$ cat config.mk
export PLATFORM = sky130hd
export DESIGN_NAME = tmr8_channel
export DESIGN_NICKNAME = d
export VERILOG_FILES = /design/src/rtl/tmr8_pkg.sv /design/src/rtl/tmr8_prescaler.sv /design/src/rtl/tmr8_edge_det.sv /design/src/rtl/tmr8_channel.sv
export SDC_FILE = /design/constraint.sdc
export NUM_CORES = 1
export LEC_CHECK = 0
export BUFFER_PORTS_ARGS = -buffer_cell sky130_fd_sc_hd__buf_2
export CORE_MARGIN = 8
export CORE_UTILIZATION = 45
export CTS_CLUSTER_SIZE = 40
export DETAILED_ROUTE_END_ITERATION = 6
export PLACE_DENSITY = 0.62
export RECOVER_POWER = 100
export SLEW_MARGIN = 20
export SYNTH_ARGS = -nofsm -noshare
export SYNTH_HDL_FRONTEND = slang
export SYNTH_SLANG_ARGS = --single-unit
$ cat constraint.sdc
create_clock -name clk -period 2.6 [get_ports clk]
set_input_delay 0.52 -clock clk [delete_from_list [all_inputs] [get_ports clk]]
set_output_delay 0.52 -clock clk [all_outputs]
set_load 0.03 [all_outputs]
$ cat src/rtl/tmr8_pkg.sv
package tmr8_pkg;

    typedef enum logic [2:0] {
        CKS_STOP     = 3'b000,
        CKS_DIV_FAST = 3'b001,
        CKS_DIV_MID  = 3'b010,
        CKS_DIV_SLOW = 3'b011,
        CKS_UNUSED   = 3'b100,
        CKS_EXT_RISE = 3'b101,
        CKS_EXT_FALL = 3'b110,
        CKS_EXT_BOTH = 3'b111
    } clk_sel_e;

    typedef enum logic [1:0] {
        CLR_NONE    = 2'b00,
        CLR_MATCH_A = 2'b01,
        CLR_MATCH_B = 2'b10,
        CLR_EXT_RST = 2'b11
    } clr_sel_e;

    typedef enum logic {
        LVL_LOW  = 1'b0,
        LVL_HIGH = 1'b1
    } lvl_state_e;

    localparam int SEL_W = 3;
    localparam logic [SEL_W-1:0] ADDR_CTRL  = 3'd0;
    localparam logic [SEL_W-1:0] ADDR_STAT  = 3'd1;
    localparam logic [SEL_W-1:0] ADDR_CONSA = 3'd2;
    localparam logic [SEL_W-1:0] ADDR_CONSB = 3'd3;
    localparam logic [SEL_W-1:0] ADDR_CNT   = 3'd4;

    localparam int FLAG_B_BIT   = 7;
    localparam int FLAG_A_BIT   = 6;
    localparam int FLAG_OVF_BIT = 5;

endpackage

$ cat src/rtl/tmr8_prescaler.sv
module tmr8_prescaler #(
    parameter int FAST_LOG = 3,
    parameter int MID_LOG  = 6,
    parameter int SLOW_LOG = 10
) (
    input  logic clk,
    input  logic rst_n,
    output logic tick_fast,
    output logic tick_mid,
    output logic tick_slow
);
    localparam int PW = SLOW_LOG;

    logic [PW-1:0] div_q;

    always_ff @(posedge clk) begin
        if (!rst_n) div_q <= '0;
        else        div_q <= div_q + 1'b1;
    end

    always_comb begin
        tick_fast = &div_q[FAST_LOG-1:0];
        tick_mid  = &div_q[MID_LOG-1:0];
        tick_slow = &div_q[SLOW_LOG-1:0];
    end

    // the fastest tick never fires on two consecutive clocks
    assert_fast_spacing_R3: assert property (@(posedge clk) disable iff (!rst_n)
        tick_fast |=> !tick_fast);

    // slower ticks line up with faster ones
    assert_ticks_nested_R3: assert property (@(posedge clk) disable iff (!rst_n)
        tick_slow |-> (tick_mid && tick_fast));

endmodule

$ cat src/rtl/tmr8_edge_det.sv
module tmr8_edge_det
    import tmr8_pkg::*;
#(
    parameter int SYNC_STAGES = 2
) (
    input  logic clk,
    input  logic rst_n,
    input  logic async_in,
    input  logic want_rise,
    input  logic want_fall,
    output logic pulse_o
);
    logic [SYNC_STAGES-1:0] sync_q;
    logic                   level;
    lvl_state_e             state_q, state_d;
    logic                   rise, fall;

    always_ff @(posedge clk) begin
        if (!rst_n) sync_q <= '0;
        else        sync_q <= {sync_q[SYNC_STAGES-2:0], async_in};
    end

    assign level = sync_q[SYNC_STAGES-1];

    // state register
    always_ff @(posedge clk) begin
        if (!rst_n) state_q <= LVL_LOW;
        else        state_q <= state_d;
    end

    // next state and outputs
    always_comb begin
        state_d = state_q;
        rise    = 1'b0;
        fall    = 1'b0;
        unique case (state_q)
            LVL_LOW: begin
                if (level) begin
                    state_d = LVL_HIGH;
                    rise    = 1'b1;
                end
            end
            LVL_HIGH: begin
                if (!level) begin
                    state_d = LVL_LOW;
                    fall    = 1'b1;
                end
            end
        endcase
        pulse_o = (rise && want_rise) || (fall && want_fall);
    end

    // an event only appears when the synchronized level has just changed
    assert_pulse_on_change_R4: assert property (@(posedge clk) disable iff (!rst_n)
        pulse_o |=> (state_q != $past(state_q)));

    // rise and fall are never reported together
    assert_one_edge_R4: assert property (@(posedge clk) disable iff (!rst_n)
        !(rise && fall));

endmodule

$ cat src/rtl/tmr8_channel.sv
module tmr8_channel
    import tmr8_pkg::*;
#(
    parameter int DATA_W      = 8,
    parameter int SYNC_STAGES = 2,
    parameter int FAST_LOG    = 3,
    parameter int MID_LOG     = 6,
    parameter int SLOW_LOG    = 10
) (
    input  logic              clk,
    input  logic              rst_n,
    input  logic [2:0]        reg_sel,
    input  logic              wr_en,
    input  logic [DATA_W-1:0] wr_data,
    output logic [DATA_W-1:0] rd_data,
    input  logic              ext_clk_in,
    input  logic              ext_rst_in
);
    localparam logic [DATA_W-1:0] ALL_ONES  = {DATA_W{1'b1}};
    localparam logic [DATA_W-1:0] STAT_FILL = DATA_W'(16);

    logic [DATA_W-1:0] ctrl_q, cons_a_q, cons_b_q, cnt_q;
    logic              flag_a_q, flag_b_q, flag_ovf_q;

    clk_sel_e cks;
    clr_sel_e clrs;
    logic tick_fast, tick_mid, tick_slow;
    logic ext_pulse, xrst_rise;
    logic want_rise, want_fall;
    logic cnt_pulse;
    logic wr_ctrl, wr_stat, wr_cons_a, wr_cons_b, wr_cnt;
    logic match_a_evt, match_b_evt, clr_by_match, ext_clr, ovf_evt;

    assign cks  = clk_sel_e'(ctrl_q[2:0]);
    assign clrs = clr_sel_e'(ctrl_q[4:3]);

    assign wr_ctrl   = wr_en && (reg_sel == ADDR_CTRL);
    assign wr_stat   = wr_en && (reg_sel == ADDR_STAT);
    assign wr_cons_a = wr_en && (reg_sel == ADDR_CONSA);
    assign wr_cons_b = wr_en && (reg_sel == ADDR_CONSB);
    assign wr_cnt    = wr_en && (reg_sel == ADDR_CNT);

    tmr8_prescaler #(
        .FAST_LOG (FAST_LOG),
        .MID_LOG  (MID_LOG),
        .SLOW_LOG (SLOW_LOG)
    ) u_presc (
        .clk       (clk),
        .rst_n     (rst_n),
        .tick_fast (tick_fast),
        .tick_mid  (tick_mid),
        .tick_slow (tick_slow)
    );

    assign want_rise = (cks == CKS_EXT_RISE) || (cks == CKS_EXT_BOTH);
    assign want_fall = (cks == CKS_EXT_FALL) || (cks == CKS_EXT_BOTH);

    tmr8_edge_det #(.SYNC_STAGES(SYNC_STAGES)) u_xclk (
        .clk       (clk),
        .rst_n     (rst_n),
        .async_in  (ext_clk_in),
        .want_rise (want_rise),
        .want_fall (want_fall),
        .pulse_o   (ext_pulse)
    );

    tmr8_edge_det #(.SYNC_STAGES(SYNC_STAGES)) u_xrst (
        .clk       (clk),
        .rst_n     (rst_n),
        .async_in  (ext_rst_in),
        .want_rise (1'b1),
        .want_fall (1'b0),
        .pulse_o   (xrst_rise)
    );

    always_comb begin
        case (cks)
            CKS_DIV_FAST: cnt_pulse = tick_fast;
            CKS_DIV_MID:  cnt_pulse = tick_mid;
            CKS_DIV_SLOW: cnt_pulse = tick_slow;
            CKS_EXT_RISE,
            CKS_EXT_FALL,
            CKS_EXT_BOTH: cnt_pulse = ext_pulse;
            default:      cnt_pulse = 1'b0;
        endcase
    end

    assign match_a_evt  = cnt_pulse && (cnt_q == cons_a_q);
    assign match_b_evt  = cnt_pulse && (cnt_q == cons_b_q);
    assign clr_by_match = ((clrs == CLR_MATCH_A) && match_a_evt) ||
                          ((clrs == CLR_MATCH_B) && match_b_evt);
    assign ext_clr      = (clrs == CLR_EXT_RST) && xrst_rise;
    assign ovf_evt      = cnt_pulse && (cnt_q == ALL_ONES) && !clr_by_match &&
                          !ext_clr && !wr_cnt;

    // configuration registers
    always_ff @(posedge clk) begin
        if (!rst_n) begin
            ctrl_q   <= '0;
            cons_a_q <= ALL_ONES;
            cons_b_q <= ALL_ONES;
        end else begin
            if (wr_ctrl)   ctrl_q   <= wr_data;
            if (wr_cons_a) cons_a_q <= wr_data;
            if (wr_cons_b) cons_b_q <= wr_data;
        end
    end

    // counter: CPU write, then external clear, then count pulse
    always_ff @(posedge clk) begin
        if (!rst_n)          cnt_q <= '0;
        else if (wr_cnt)     cnt_q <= wr_data;
        else if (ext_clr)    cnt_q <= '0;
        else if (cnt_pulse)  cnt_q <= clr_by_match ? '0 : cnt_q + 1'b1;
    end

    // flags: hardware set wins over software clear
    always_ff @(posedge clk) begin
        if (!rst_n) begin
            flag_a_q   <= 1'b0;
            flag_b_q   <= 1'b0;
            flag_ovf_q <= 1'b0;
        end else begin
            flag_a_q   <= match_a_evt | (flag_a_q   & ~(wr_stat & ~wr_data[FLAG_A_BIT]));
            flag_b_q   <= match_b_evt | (flag_b_q   & ~(wr_stat & ~wr_data[FLAG_B_BIT]));
            flag_ovf_q <= ovf_evt     | (flag_ovf_q & ~(wr_stat & ~wr_data[FLAG_OVF_BIT]));
        end
    end

    always_comb begin
        case (reg_sel)
            ADDR_CTRL:  rd_data = ctrl_q;
            ADDR_STAT:  rd_data = STAT_FILL | ({{(DATA_W-3){1'b0}}, flag_b_q, flag_a_q, flag_ovf_q}
                                                << FLAG_OVF_BIT);
            ADDR_CONSA: rd_data = cons_a_q;
            ADDR_CONSB: rd_data = cons_b_q;
            ADDR_CNT:   rd_data = cnt_q;
            default:    rd_data = '0;
        endcase
    end

    assert_cpu_wr_wins_R10: assert property (@(posedge clk) disable iff (!rst_n)
        wr_cnt |=> (cnt_q == $past(wr_data)));

    assert_ovf_flag_R7: assert property (@(posedge clk) disable iff (!rst_n)
        ovf_evt |=> (flag_ovf_q && cnt_q == '0));

    // share this check
    assert_match_clear_R5: assert property (@(posedge clk) disable iff (!rst_n)
        (clr_by_match && !wr_cnt && !ext_clr) |=> (cnt_q == '0));

    assert_ext_clear_R8: assert property (@(posedge clk) disable iff (!rst_n)
        (ext_clr && !wr_cnt) |=> (cnt_q == '0));

    assert_no_sw_set_R9: assert property (@(posedge clk) disable iff (!rst_n)
        (!flag_a_q && !match_a_evt) |=> !flag_a_q);

    assert_hw_set_wins_R11: assert property (@(posedge clk) disable iff (!rst_n)
        match_b_evt |=> flag_b_q);

    assert_hold_when_idle_R4: assert property (@(posedge clk) disable iff (!rst_n)
        (!cnt_pulse && !wr_cnt && !ext_clr) |=> $stable(cnt_q));

endmodule

# After elaboration in Yosys (flattened, before gate mapping)
# Cells that the tools add are included.
# W data, S select, Z words.
totals:
  regBits: 51
  inputBits: 16
  output_inout_bits: 8
  wordCells: 86
classes:
  addsub: 2
  n_eq_ne: 16
  mux: 12
  bitwise_logic: 15
  reduce_logical: 29
ops:
  columns: ["operator", "count"]
  rows:
  - ["$pmux W8 S5", 1]
  - ["$mux W8", 4]
  - ["$eq A8 B8 Y1", 2]
  - ["$logic_and A1 B1 Y1", 16]
  - ["$eq A3 B2 Y1 const B", 4]
  - ["$eq A3 B3 Y1 const B", 4]
  - ["$add A10 B1 Y10 const B", 1]
  - ["$reduce_and A10 Y1", 1]
  - ["$add A8 B1 Y8 const B", 1]
  - ["$eq A8 B8 Y1 const B", 1]
  - ["$and A1 B1 Y1", 6]
  - ["$eq A3 B1 Y1 const B", 2]
  - ["$mux W1", 6]
  - ["$not A1 Y1", 6]
  - ["$reduce_and A6 Y1", 1]
  - ["$eq A2 B2 Y1 const B", 2]
  - ["$logic_or A1 B1 Y1", 4]
  - ["$pmux W1 S4", 1]
  - ["$logic_not A1 Y1", 3]
  - ["$logic_not A3 Y1", 1]
  - ["$or A1 B1 Y1", 3]
  - ["$reduce_and A3 Y1", 1]
  - ["$reduce_bool A3 Y1", 1]
  - ["$reduce_or A3 Y1", 1]
  - ["$eq A2 B1 Y1 const B", 1]

# Longest topological paths before layout
logic_depth:
  ltp_word: 13
  mapped_depth: 8
  ltp_nobuf: 8

# Modules after synthesis
# A second synthesis with hierarchy kept.
hier_totals:
  cells_unflattened: 348
  hier_area_um2: 2732.6
by_module_without_submodules:
  columns: ["mod", "instances", "cells_per_inst", "area_per_inst_um2", "seq_area_each_um2"]
  rows:
  - ["tmr8_channel", 1, 284, 2107.0, 700.7]
  - ["tmr8_prescaler", 1, 46, 425.4, 200.2]
  - ["tmr8_edge_det", 2, 9, 100.1, 60.1]

# Worst setup path before layout
# Ideal clock, no wire load.
synth_path:
  path_kind: "input to output"
  from: "input reg_sel[0]"
  to: "output rd_data[0]"
  t_arrival_ns: 1.893
  required_time_ns: 2.080
  setup_slack_ns: 0.187
  stages: 4
  n_path_buf: 2
  cell_sequence: "clkbuf_1 > clkbuf_1 > a31oi_1 > o21ai_0"
synth_between:
  elab_chain_cells: 2
  elab_cells_between_ends: 6
  classes_between: "eq/ne (4); mux (1); reduce/logical (1)"
synth_lines:
  columns: ["item", "line", "text"]
  rows:
  - ["start: declaration", "tmr8_channel.sv:12", "input logic [2:0] reg_sel,"]
  - ["$eq A3 B3 Y1, or another cell as far along", "tmr8_channel.sv:131", "case (reg_sel)"]
  - ["$pmux W8 S5 *", "tmr8_channel.sv:131", null]
  - ["end: declaration", "tmr8_channel.sv:15", "output logic [DATA_W-1:0] rd_data,"]
# Every way passes the cells marked *; elsewhere a longest branch is shown, timed or not.

# Worst setup path after layout
layout_path:
  from: "input reg_sel[1]"
  to: "output rd_data[5]"
# Same word-level chain as after synthesis.

==> flow_metrics.py <==
metrics = {
    "floorplanning": {
        "num_io_pins": 24,
        "core_um2": 5890,
        "fp-row-count": 28,
        "chipWidth_um": 93.7,
        "initial_utilization_pct": 46.2,
        "die_h_um": 93.7,
        "dieArea_um2": 8790,
    },
    "placement": {
        "numPortBuffers": 23,
        "placed_cells": 419,
        "place_congestion": 0.873,
        "postPlaceCellArea_um2": 2880,
        "place_hpwl_um": 4880,
    },
    "layout": {
        "final_cells": 427,
        "area_delta_synth_final_pct": 8.56,
        "fin_nets": 370,
        "n_antenna_cell": 0,
        "fin_util_pct": 50.2,
        "stdcell_area_um2": 2950,
        "drive_gt1_share_pct": 10.5,
    },
    "drt": {
        "firstDrtPassIters": 4,
        "drc_errors": 0,
        "drtIter0Drc": 138,
        "vias_per_cell": 5.47,
        "vias": 2337,
        "routedWlPerCell_um": 15.7,
        "detail-route-antenna-nets": 0,
        "wl_um": 6690,
    },
    "synth": {
        "syn-num-nets": 353,
        "synth_top_family_by_area": "simple AND/OR/NAND/NOR gates",
        "synthSimpleGateAreaFrac_pct": 30.8,
        "synth_flop_cell": "dfxtp_1",
        "netlist_area_um2": 2720,
        "ys_warn_count": 0,
        "synth_fa_ha_area_share_pct": 1.38,
        "synth-xor-area-share_pct": 7.96,
        "synth_sequential_area_ratio_pct": 37.5,
        "synth_compound_gate_area_share_pct": 13.7,
        "async_reset_ff_share_pct": 0,
        "synthMuxAreaShare_pct": 4.14,
        "synth.distinct_cells": 51,
        "ys_seq_elements": 51,
        "synth_area_per_cell_um2": 8.14,
        "synthCells": 334,
        "synth_edf_count": 0,
    },
    "cts": {
        "worstSkewPairLatency_ns": 0.31,
        "path_clk_slew_ns": 0.10,
        "clockBufferDepth": 2,
        "htree_num_levels": 2,
        "cts_resized": 0,
        "post-cts-setup-buffers": 0,
        "clock-sinks": 51,
        "hold_buffers": 0,
        "cts_tree": "built",
        "cts_buffers": 5,
        "root_buffer": "clkbuf_8",
    },
    "setup_path": {
        "cp_common_cell": "clkbuf_2",
        "cp_num_buf_inv": 3,
        "r2r_slack_ns": 0.32,
        "path_depth": 7,
        "cp.arrival_ns": 1.81,
        "cp_top_family": "buffers and inverters",
        "cpMaxStageDelayCell": "clkbuf_2",
        "critPathMaxStageDelay_ns": 0.32,
        "worstPathMaxFanout": 16,
        "path_cells": "clkbuf_2, clkbuf_2, mux2i_1, nor2_1, a21oi_1, o21ai_0, buf_2",
        "worstSetupEndpointType": "primary output",
        "worstSetupPathType": "in2out",
        "crit_required_ns": 2.08,
        "rr_worst_depth": 8,
        "crit_path_start_kind": "input port",
    },
    "timing": {
        "max_freq_ghz": 0.429,
        "tightest_slew_ns": 1.14,
        "slew_viol_final": 0,
        "slew_headroom_pct": 23.7,
        "tns_ns": 0,
        "fin_crit_ns": 2.33,
        "finalSetupViolations": 0,
        "report.final.hold_viol_count": 0,
        "rsz0062_at_grt": "false",
        "fin_crit_sh_pct": 89.7,
        "finalClockSkew_ns": 0.00464,
    },
    "pwr": {
        "power_density_nw_per_um2": 508,
        "p_leak_uw": 0.00115,
        "vdd.ir_drop.worst_mv": 0.361,
        "p_total_uw": 1500,
    },
    "job": {
        "maxCapViolCount": 0,
    },
    "global_route": {
        "grtUsageTotal_pct": 16.2,
        "grt_pass1_wl_um": 11500,
        "grt_pass1_vias": 2322,
        "grt_start_max_net_pins": 30,
        "grt_antenna_before_repair": 0,
        "grt_remaining_overflow": 0,
    },
    "run_status": {
        "outcome": "completed",
    },
    "hold_path": {
        "hold_path_class": "in2reg",
        "whs_path_depth": 2,
    },
}
==> worst reg2reg max path, stage by stage, from the launching register on <==
cell and delay [ns]:
dfxtp_1 0.35, ha_1 0.24, ha_1 0.19, nor3b_1 0.13, o21ai_0 0.14, o21ai_0 0.24, nor2_1 0.37, nand3b_1 0.33
o221ai_1 0.18
==> path summary, 6_finish.rpt <==
| check | endpoint | from |
|---|---|---|
| min | u_xclk.sync_q[0]$_SDFF_PN0_ | ext_clk_in |
| max | rd_data[5] | reg_sel[1] |
| max reg2reg | cnt_q[2]$_SDFFE_PN0P_ | u_presc.div_q[0]$_SDFF_PN0_ |
| min reg2reg | u_xrst.sync_q[1]$_SDFF_PN0_ | u_xrst.sync_q[0]$_SDFF_PN0_ |
==> synth_stat cells, types with 2 or more instances <==
master | n | area [um2]
buf_2 | 2 | 10.0
o21ai_0 | 7 | 35.0
o221ai_1 | 5 | 43.8
nand2_1 | 71 | 267
nand3_1 | 24 | 120
mux2i_1 | 9 | 90.1
and2_1 | 20 | 125
a31oi_1 | 6 | 37.5
o31ai_1 | 3 | 22.5
a21boi_1 | 8 | 60.1
inv_1 | 10 | 37.5
a22oi_1 | 2 | 15.0
and3_1 | 2 | 12.5
ha_1 | 3 | 37.5
nor2b_1 | 3 | 18.8
o21ai_1 | 5 | 25.0
buf_6 | 2 | 22.5
nor4_1 | 2 | 12.5
dfxtp_1 | 51 | 1020
a21oi_1 | 8 | 40.0
nand4_1 | 4 | 25.0
nor3_1 | 3 | 15.0
nand2b_1 | 3 | 18.8
xnor2_1 | 20 | 175
nor3b_1 | 4 | 30.0
clkbuf_1 | 13 | 48.8
xnor2_2 | 2 | 32.5
nor2_1 | 17 | 63.8
or3_1 | 2 | 12.5
o211ai_1 | 2 | 15.0
==> power breakdown <==
group          internal, uW  switching (uW)  leakage (uW)
logic                  72.0             113      0.000692
registers               805            27.6      0.000415
clock network           193             290     0.0000408
==> registers in the layout (all words and copies together) (netlist names) <==
name,flops
cons_b_q,8
flag_a_q,1
u_presc.div_q,10
flag_ovf_q,1
flag_b_q,1
u_xrst.state_q,1
u_xrst.sync_q,2
u_xclk.sync_q,2
cnt_q,8
ctrl_q,8
cons_a_q,8
u_xclk.state_q,1
==> cell type report <==
type	count	area (um2)
Clock buffer	5	68.8
Clock inverter	3	23.8
Fill cell	595	2930
Inverter	10	37.5
Multi-Input combinational cell	255	1570
Sequential cell	51	1020
Tap cell	75	93.8
Timing Repair Buffer	28	138
==> cell usage in the layout (no fill, tap or decap), drive strengths merged, types with 3 or more instances in the layout <==
cell,count
nor3,4
nor2b,3
a31oi,7
xnor2,22
ha,3
nand3,24
a21oi,8
inv,11
nor3b,4
nand4,5
o21ai,12
nor4,3
buf,18
and2,20
nor2,18
o221ai,5
nand2,71
mux2i,9
o31ai,3
clkbuf,15
a21boi,8
dfxtp,51
nand2b,3
==> stage by stage <==
step,setup WS (ns),hold WS (ns)
floorplan,0.187,0.412
global placement,0.404,0.415
detailed placement,0.372,0.418
CTS,0.372,0.403
global route,0.130,0.395
finish,0.269,0.410
==> metal layers <==
metal | up-vias | share of wire (%) | track usage (%)
met3 | 6 | 5.3 | 3.60
met5 | - | 0 | 0
met4 | 0 | 0.99 | 5.02
li1 | 1181 | - | -
met2 | 46 | 46 | 25.7
met1 | 1104 | 48 | 21.1
==> logic make-up (layout without fill, tap and decap cells) <==
logic type	count (synthesis)	in the layout
simple gates	165	165
compound gates	54	54
flops	51	51
buf+inv	28	46
xor+xnor	23	23
mux	10	10
fa+ha+maj	3	3
(Power assumes the default switching activity.)
